### src/rtl/flash_busy_pkg.sv
package flash_busy_pkg;

    typedef enum logic [1:0] {
        ST_IDLE   = 2'd0,
        ST_PROG   = 2'd1,
        ST_ERASE  = 2'd2,
        ST_FINISH = 2'd3
    } eng_state_t;

    typedef enum logic {
        OP_PROG  = 1'b0,
        OP_ERASE = 1'b1
    } op_kind_t;

endpackage

### src/rtl/flash_busy_timer.sv
module flash_busy_timer #(
    parameter int CW    = 8,
    parameter int LIMIT = 255
) (
    input  logic          clk,
    input  logic          rst_n,
    input  logic          load,
    input  logic [CW-1:0] load_val,
    input  logic          run,
    output logic          expired
);

    logic [CW-1:0] cnt_q;

    always_ff @(posedge clk or negedge rst_n) begin
        if (!rst_n) begin
            cnt_q <= '0;
        end else if (load) begin
            cnt_q <= load_val;
        end else if (run && (cnt_q != '0)) begin
            cnt_q <= cnt_q - 1'b1;
        end
    end

    assign expired = (cnt_q == '0);

    AST_TIMER_RANGE: assert property (@(posedge clk) disable iff (!rst_n)
        cnt_q <= CW'(LIMIT));

    AST_TIMER_HOLD: assert property (@(posedge clk) disable iff (!rst_n)
        (!load && !run) |=> $stable(cnt_q));

endmodule

### src/rtl/flash_busy_readmux.sv
module flash_busy_readmux #(
    parameter int AW = 20,
    parameter int DW = 8
) (
    input  logic          clk,
    input  logic          rst_n,
    input  logic          busy,
    input  logic          op_start,
    input  logic          poll_prog,
    input  logic [AW-1:0] pend_addr,
    input  logic          pend_msb,
    input  logic          rd_en,
    input  logic [AW-1:0] rd_addr,
    input  logic [DW-1:0] arr_rdata,
    output logic [DW-1:0] rd_data,
    output logic          rd_data_oe
);

    localparam int POLL_BIT   = DW - 1;
    localparam int TOGGLE_BIT = DW - 2;

    logic rd_en_q;
    logic tgl_q;
    logic strobe;

    assign strobe = rd_en && !rd_en_q;

    always_ff @(posedge clk or negedge rst_n) begin
        if (!rst_n) begin
            rd_en_q <= 1'b0;
            tgl_q   <= 1'b0;
        end else begin
            rd_en_q <= rd_en;
            if (op_start) begin
                tgl_q <= 1'b0;
            end else if (busy && strobe) begin
                tgl_q <= ~tgl_q;
            end
        end
    end

    always_comb begin
        rd_data_oe = rst_n && rd_en;
        rd_data    = '0;
        if (rd_data_oe) begin
            rd_data = arr_rdata;
            if (busy) begin
                rd_data[TOGGLE_BIT] = tgl_q;
                if (poll_prog) begin
                    rd_data[POLL_BIT] = (rd_addr == pend_addr) ? ~pend_msb
                                                               : arr_rdata[POLL_BIT];
                end else begin
                    rd_data[POLL_BIT] = 1'b0;
                end
            end
        end
    end

    AST_TOGGLE_QUIET: assert property (@(posedge clk) disable iff (!rst_n)
        (!busy && !op_start) |=> $stable(tgl_q));

    AST_TOGGLE_STEP: assert property (@(posedge clk) disable iff (!rst_n)
        (busy && strobe && !op_start) |=> (tgl_q != $past(tgl_q)));

    AST_FLOAT_NO_READ: assert property (@(posedge clk) disable iff (!rst_n)
        !rd_en |-> !rd_data_oe);

endmodule

### src/rtl/flash_busy_engine.sv
module flash_busy_engine
    import flash_busy_pkg::*;
#(
    parameter int AW           = 20,
    parameter int DW           = 8,
    parameter int PROG_CYCLES  = 500,
    parameter int ERASE_CYCLES = 100000
) (
    input  logic          clk,
    input  logic          rst_n,
    input  logic          prog_start,
    input  logic [AW-1:0] prog_addr,
    input  logic [DW-1:0] prog_data,
    input  logic [DW-1:0] prog_old,
    input  logic          erase_start,
    input  logic          rd_en,
    input  logic [AW-1:0] rd_addr,
    input  logic [DW-1:0] arr_rdata,
    output logic [DW-1:0] rd_data,
    output logic          rd_data_oe,
    output logic          ryby_n,
    output logic          ryby_oe,
    output logic          op_done,
    output logic          commit_valid,
    output logic          commit_erase,
    output logic [AW-1:0] commit_addr,
    output logic [DW-1:0] commit_data
);

    localparam int LONGEST    = (PROG_CYCLES > ERASE_CYCLES) ? PROG_CYCLES : ERASE_CYCLES;
    localparam int CW         = $clog2(LONGEST + 1);
    localparam int LIMIT      = LONGEST - 1;
    localparam logic [CW-1:0] PROG_LOAD  = CW'(PROG_CYCLES - 1);
    localparam logic [CW-1:0] ERASE_LOAD = CW'(ERASE_CYCLES - 1);

    eng_state_t    state_q, state_nxt;
    op_kind_t      kind_q;
    logic [AW-1:0] pend_addr_q;
    logic [DW-1:0] pend_data_q;
    logic [DW-1:0] pend_old_q;
    logic          accept;
    logic          busy;
    logic          expired;
    logic [CW-1:0] load_val;

    // a new operation may only be launched from idle or from the finish cycle
    assign accept   = ((state_q == ST_IDLE) || (state_q == ST_FINISH)) &&
                      (prog_start || erase_start);
    assign load_val = prog_start ? PROG_LOAD : ERASE_LOAD;

    // state register
    always_ff @(posedge clk or negedge rst_n) begin
        if (!rst_n) begin
            state_q <= ST_IDLE;
        end else begin
            state_q <= state_nxt;
        end
    end

    // next-state logic
    always_comb begin
        state_nxt = state_q;
        unique case (state_q)
            ST_IDLE, ST_FINISH: begin
                if (prog_start) begin
                    state_nxt = ST_PROG;
                end else if (erase_start) begin
                    state_nxt = ST_ERASE;
                end else begin
                    state_nxt = ST_IDLE;
                end
            end
            ST_PROG, ST_ERASE: begin
                if (expired) begin
                    state_nxt = ST_FINISH;
                end
            end
            default: state_nxt = ST_IDLE;
        endcase
    end

    // pending operation capture
    always_ff @(posedge clk or negedge rst_n) begin
        if (!rst_n) begin
            kind_q      <= OP_PROG;
            pend_addr_q <= '0;
            pend_data_q <= '0;
            pend_old_q  <= '0;
        end else if (accept) begin
            if (prog_start) begin
                kind_q      <= OP_PROG;
                pend_addr_q <= prog_addr;
                pend_data_q <= prog_data;
                pend_old_q  <= prog_old;
            end else begin
                kind_q      <= OP_ERASE;
                pend_addr_q <= '0;
                pend_data_q <= '1;
                pend_old_q  <= '1;
            end
        end
    end

    // outputs
    always_comb begin
        busy         = 1'b0;
        commit_valid = 1'b0;
        unique case (state_q)
            ST_IDLE:   ;
            ST_PROG:   busy = 1'b1;
            ST_ERASE:  busy = 1'b1;
            ST_FINISH: commit_valid = 1'b1;
            default:   ;
        endcase
        ryby_oe      = busy;
        ryby_n       = ~busy;
        op_done      = commit_valid;
        commit_erase = commit_valid && (kind_q == OP_ERASE);
        commit_addr  = pend_addr_q;
        commit_data  = (kind_q == OP_ERASE) ? {DW{1'b1}} : (pend_old_q & pend_data_q);
    end

    flash_busy_timer #(
        .CW    (CW),
        .LIMIT (LIMIT)
    ) timer_i (
        .clk      (clk),
        .rst_n    (rst_n),
        .load     (accept),
        .load_val (load_val),
        .run      (busy),
        .expired  (expired)
    );

    flash_busy_readmux #(
        .AW (AW),
        .DW (DW)
    ) readmux_i (
        .clk        (clk),
        .rst_n      (rst_n),
        .busy       (busy),
        .op_start   (accept),
        .poll_prog  (state_q == ST_PROG),
        .pend_addr  (pend_addr_q),
        .pend_msb   (pend_data_q[DW-1]),
        .rd_en      (rd_en),
        .rd_addr    (rd_addr),
        .arr_rdata  (arr_rdata),
        .rd_data    (rd_data),
        .rd_data_oe (rd_data_oe)
    );

    AST_COMMIT_AFTER_BUSY: assert property (@(posedge clk) disable iff (!rst_n)
        commit_valid |-> $past(ryby_oe));

    AST_BUSY_ENDS_IN_COMMIT: assert property (@(posedge clk) disable iff (!rst_n)
        ryby_oe |=> (ryby_oe || commit_valid));

    AST_PROG_CLEARS_ONLY: assert property (@(posedge clk) disable iff (!rst_n)
        (commit_valid && !commit_erase) |-> ((commit_data & ~pend_old_q) == '0));

    AST_ERASE_ALL_ONES: assert property (@(posedge clk) disable iff (!rst_n)
        (commit_valid && commit_erase) |-> (&commit_data));

    AST_BUSY_START_IGNORED: assert property (@(posedge clk) disable iff (!rst_n)
        (ryby_oe && (prog_start || erase_start)) |=> ($stable(pend_addr_q) && $stable(kind_q)));

endmodule

### config.mk
export PLATFORM = sky130hd
export DESIGN_NAME = flash_busy_engine
export DESIGN_NICKNAME = d
export VERILOG_FILES = /design/src/rtl/flash_busy_pkg.sv /design/src/rtl/flash_busy_timer.sv /design/src/rtl/flash_busy_readmux.sv /design/src/rtl/flash_busy_engine.sv
export SDC_FILE = /design/constraint.sdc
export NUM_CORES = 1
export LEC_CHECK = 0
export ABC_AREA = 1
export BUFFER_PORTS_ARGS = -buffer_cell sky130_fd_sc_hd__buf_2
export CAP_MARGIN = 0
export CORE_MARGIN = 8
export CORE_UTILIZATION = 45
export CTS_BUF_LIST = sky130_fd_sc_hd__clkbuf_8
export CTS_CLUSTER_SIZE = 40
export DETAILED_ROUTE_END_ITERATION = 12
export PLACE_DENSITY_LB_ADDON = 0.08
export SLEW_MARGIN = 5
export SYNTH_ARGS = -nofsm -noshare
export SYNTH_HDL_FRONTEND = slang
export SYNTH_SLANG_ARGS = --single-unit
### constraint.sdc
create_clock -name clk -period 1.8 [get_ports clk]
set_input_delay 0.36 -clock clk [delete_from_list [all_inputs] [get_ports clk]]
set_output_delay 0.36 -clock clk [all_outputs]
set_load 0.01 [all_outputs]
==> results by group <==
Critical path
  – Data arrival, critical path: 1670 ps
  – CP Data Required Time: 1440 ps
  – CP Capture Type: primary output
  – WS Path Type: register to primary output
  – Startpoint Class: register
  – Critical path peak fanout: 2

Power
  – Pwr dens: 694 nW/um^2
  – P_leak: 2.31 nW
  – Max IR drop VDD: 0.387 mV

CTS
  – Clock Latency Late Sink: 340 ps
  – Maximum root-to-sink buffer count: 2
  – CTS clk-pin slew, worst paths: 70 ps
  – CTS H-tree lvls: 3
  – TritonCTS Buffers: 9
  – Root buffer cell: clkbuf_8
  – CTS tree: done
  – Clk sink count: 58

Worst hold path
  – Min-delay worst type: input port to register

Final layout
  – Diodes inserted: 0
  – Final core utilization: 0.597
  – Sequential cell area: 1450 um^2
  – Share of cells above drive strength 1: 0.361
  – Area of the multi-input gates: 1480 um^2
  – Nets@finish: 595
  – Non-filler cells, final: 626
  – # fillers: 696
  – Area grow syn2layout: 30.8%

Logic synthesis
  – Sequential cell area fraction in the yosys report: 0.446
  – Most frequent cell after synthesis: nand2_1
  – Syn Inst Count: 395
  – Top cells by area, synth: dfrtp_1 45%, nand2_1 8.2%, inv_1 7.5%, nor2_1 5.3%, o21ai_0 4.9%
  – Main synth FF type: dfrtp_1
  – Synth cell types: 38
  – Post-Syn Nets: 468
  – Synthesized cell area: 3260 um^2
  – Synth top cells by count: 71 x nand2_1, 65 x inv_1, 58 x dfrtp_1
  – Yosys warns: 0
  – Post-synth top area cell: dfrtp_1
  – FFs w/ async S/R, synth: 1.00
  – Area share of the largest cell type after synthesis: 0.446
  – Synthesis-stage register bit count: 58
  – Number of flops mapped to enable cells by yosys: 0
  – Synth Area per Inst: 8.24 um^2

GRT
  – Vias in the first global route: 2873
  – Global-route wire length before repair: 13700 um
  – Initial antenna violation count: 0
  – Largest net degree at the start of global routing: 59
  – Total grt overflow: 0
  – Global-route usage over all layers: 0.169

Timing
  – Final hold slack: 160 ps
  – Final setup fails: 2
  – Slew HR: 0.509
  – Hold Violations, Final: 0
  – Setup TNS: -264 ps
  – Setup ws final: -229 ps
  – Max Slew Vio Count: 0
  – Worst-margin pin slew: 736 ps
  – Period utilization: 1.13
  – Worst Skew: 6.89 ps
  – RSZ-0062 raised after global routing: yes
  – Fin crit period: 2030 ps
  – Max Fclk: 0.493 GHz

Die
  – Die ar.: 10200 um^2
  – Die height: 101 um
  – DIE WIDTH: 101 um
  – # rows: 31
  – Initial Util: 0.456
  – I/O Pins: 111
  – Core Box Area: 7140 um^2

Place
  – Placed instance count: 604
  – GP Congestion: 0.854
  – Port Buf Inserts: 110
  – Post-DP HPWL: 6240 um
  – Place WS: 4.84 ps

Route
  – Routed WL per cell: 13.2 um
  – Routed Antenna Nets: 0
  – DRT Pass-1 Iters: 4
  – Vias: 2932
  – # DRC: 0
  – DRT Wirelength: 8270 um
  – Via density: 4.68
  – Drt initial violations: 99

Job
  – Max Cap Viol: 0

Run status
  – Failing checks: setup timing
  – Status: finished, violations left
-- sequential cells by signal, summed over array words and instances (netlist names) --
signal             flops
kind_q                 1
commit_addr           20
timer_i.cnt_q         17
pend_old_q             8
readmux_i.tgl_q        1
readmux_i.rd_en_q      1
pend_data_q            8
state_q                2
-- worst paths after layout --
path	startpoint	end	slack (ps)	cells past startpoint
worst max-delay path	commit_addr[8]	rd_data[7]	-230	9
worst min-delay path	rd_en	readmux_i.rd_en_q	160	1
worst max register to register	timer_i.cnt_q[1]	timer_i.cnt_q[14]	170	12
worst min register to register	readmux_i.tgl_q	readmux_i.tgl_q	500	1
max in group asynchronous	rst_n	state_q[0]	1060	2
min in group asynchronous	rst_n	timer_i.cnt_q[13]	240	2
-- layout by cell type (no fill, tap or decap), types with 2 or more instances in the layout --
cell,synthesis,routed
nand3_2,4,5
dfrtp_1,58,58
inv_1,65,60
buf_2,6,110
xor2_1,8,8
a22oi_2,6,6
clkbuf_8,0,9
nand2_4,3,3
nor3_4,2,2
a22o_1,8,8
ha_1,4,2
nand3_1,9,8
inv_2,6,10
nand4_1,3,3
nor2_2,2,4
buf_4,1,15
inv_4,1,2
o21ai_0,32,32
nor2_1,46,44
nand2_1,71,70
xnor2_1,4,4
clkinv_2,0,2
nand2_2,1,2
nor3_1,4,4
bufinv_16,0,3
o21ai_1,5,5
nor2_4,4,4
a21oi_1,27,27
nor3b_2,2,2
-- where the power goes --
part,internal (mW),switching (mW)
sequential,1.31,0.00352
combinational,0.0810,0.0901
clock,0.919,0.553
total,2.31,0.647
-- critical path: stages, from the launching register on --
cell and delay [ps]:
dfrtp_1 390, xor2_1 160, nor2_1 110, nand2_1 90, nor2_2 130, nand3_1 80
nand2_1 60, nand3_1 60, a21oi_1 110, buf_2 150
-- cell type report --
cell class,count,share of cell area
clock buffer,9,0.0291
clock inverter,7,0.0273
inverter,73,0.0684
multi-input combinational,254,0.347
sequential,58,0.341
tap,99,0.0291
timing repair buffer,126,0.158
-- routing by layer --
metal	vias up	track usage	wire, um
li1	1503	-	-
met1	1342	0.207	3680
met2	74	0.265	3750
met3	13	0.0546	666
met4	0	0.0756	178
met5	-	0	0
-- stage by stage --
step | area [um^2] | power [mW]
2_1_floorplan | 3260 | 1.39
3_3_place_gp | 3940 | 1.51
3_5_place_dp | 3940 | 1.51
4_1_cts | 4230 | 2.99
5_1_grt | 4260 | 3.07
6_report | 4260 | 2.96
-- cells by family (layout without fill, tap and decap cells) --
kind of cell    count (synthesis)  count (layout)  synth area share
buf+inv                        83             215             0.109
flops                          58              58             0.446
fa+ha+maj                       4               4            0.0154
simple gates                  157             157             0.246
compound gates                 81              81             0.152
xor+xnor                       12              12            0.0323
-- repair_timing --
action / CTS / global route
pin swaps: 3 / 5
setup buffers: 4 / 2
endpoints found under the setup margin: 4 / 7
hold buffers: 0 / 0
cloned: 0 / 0
gates resized for setup: 8 / 6
Power figures use the tool's default switching activity.
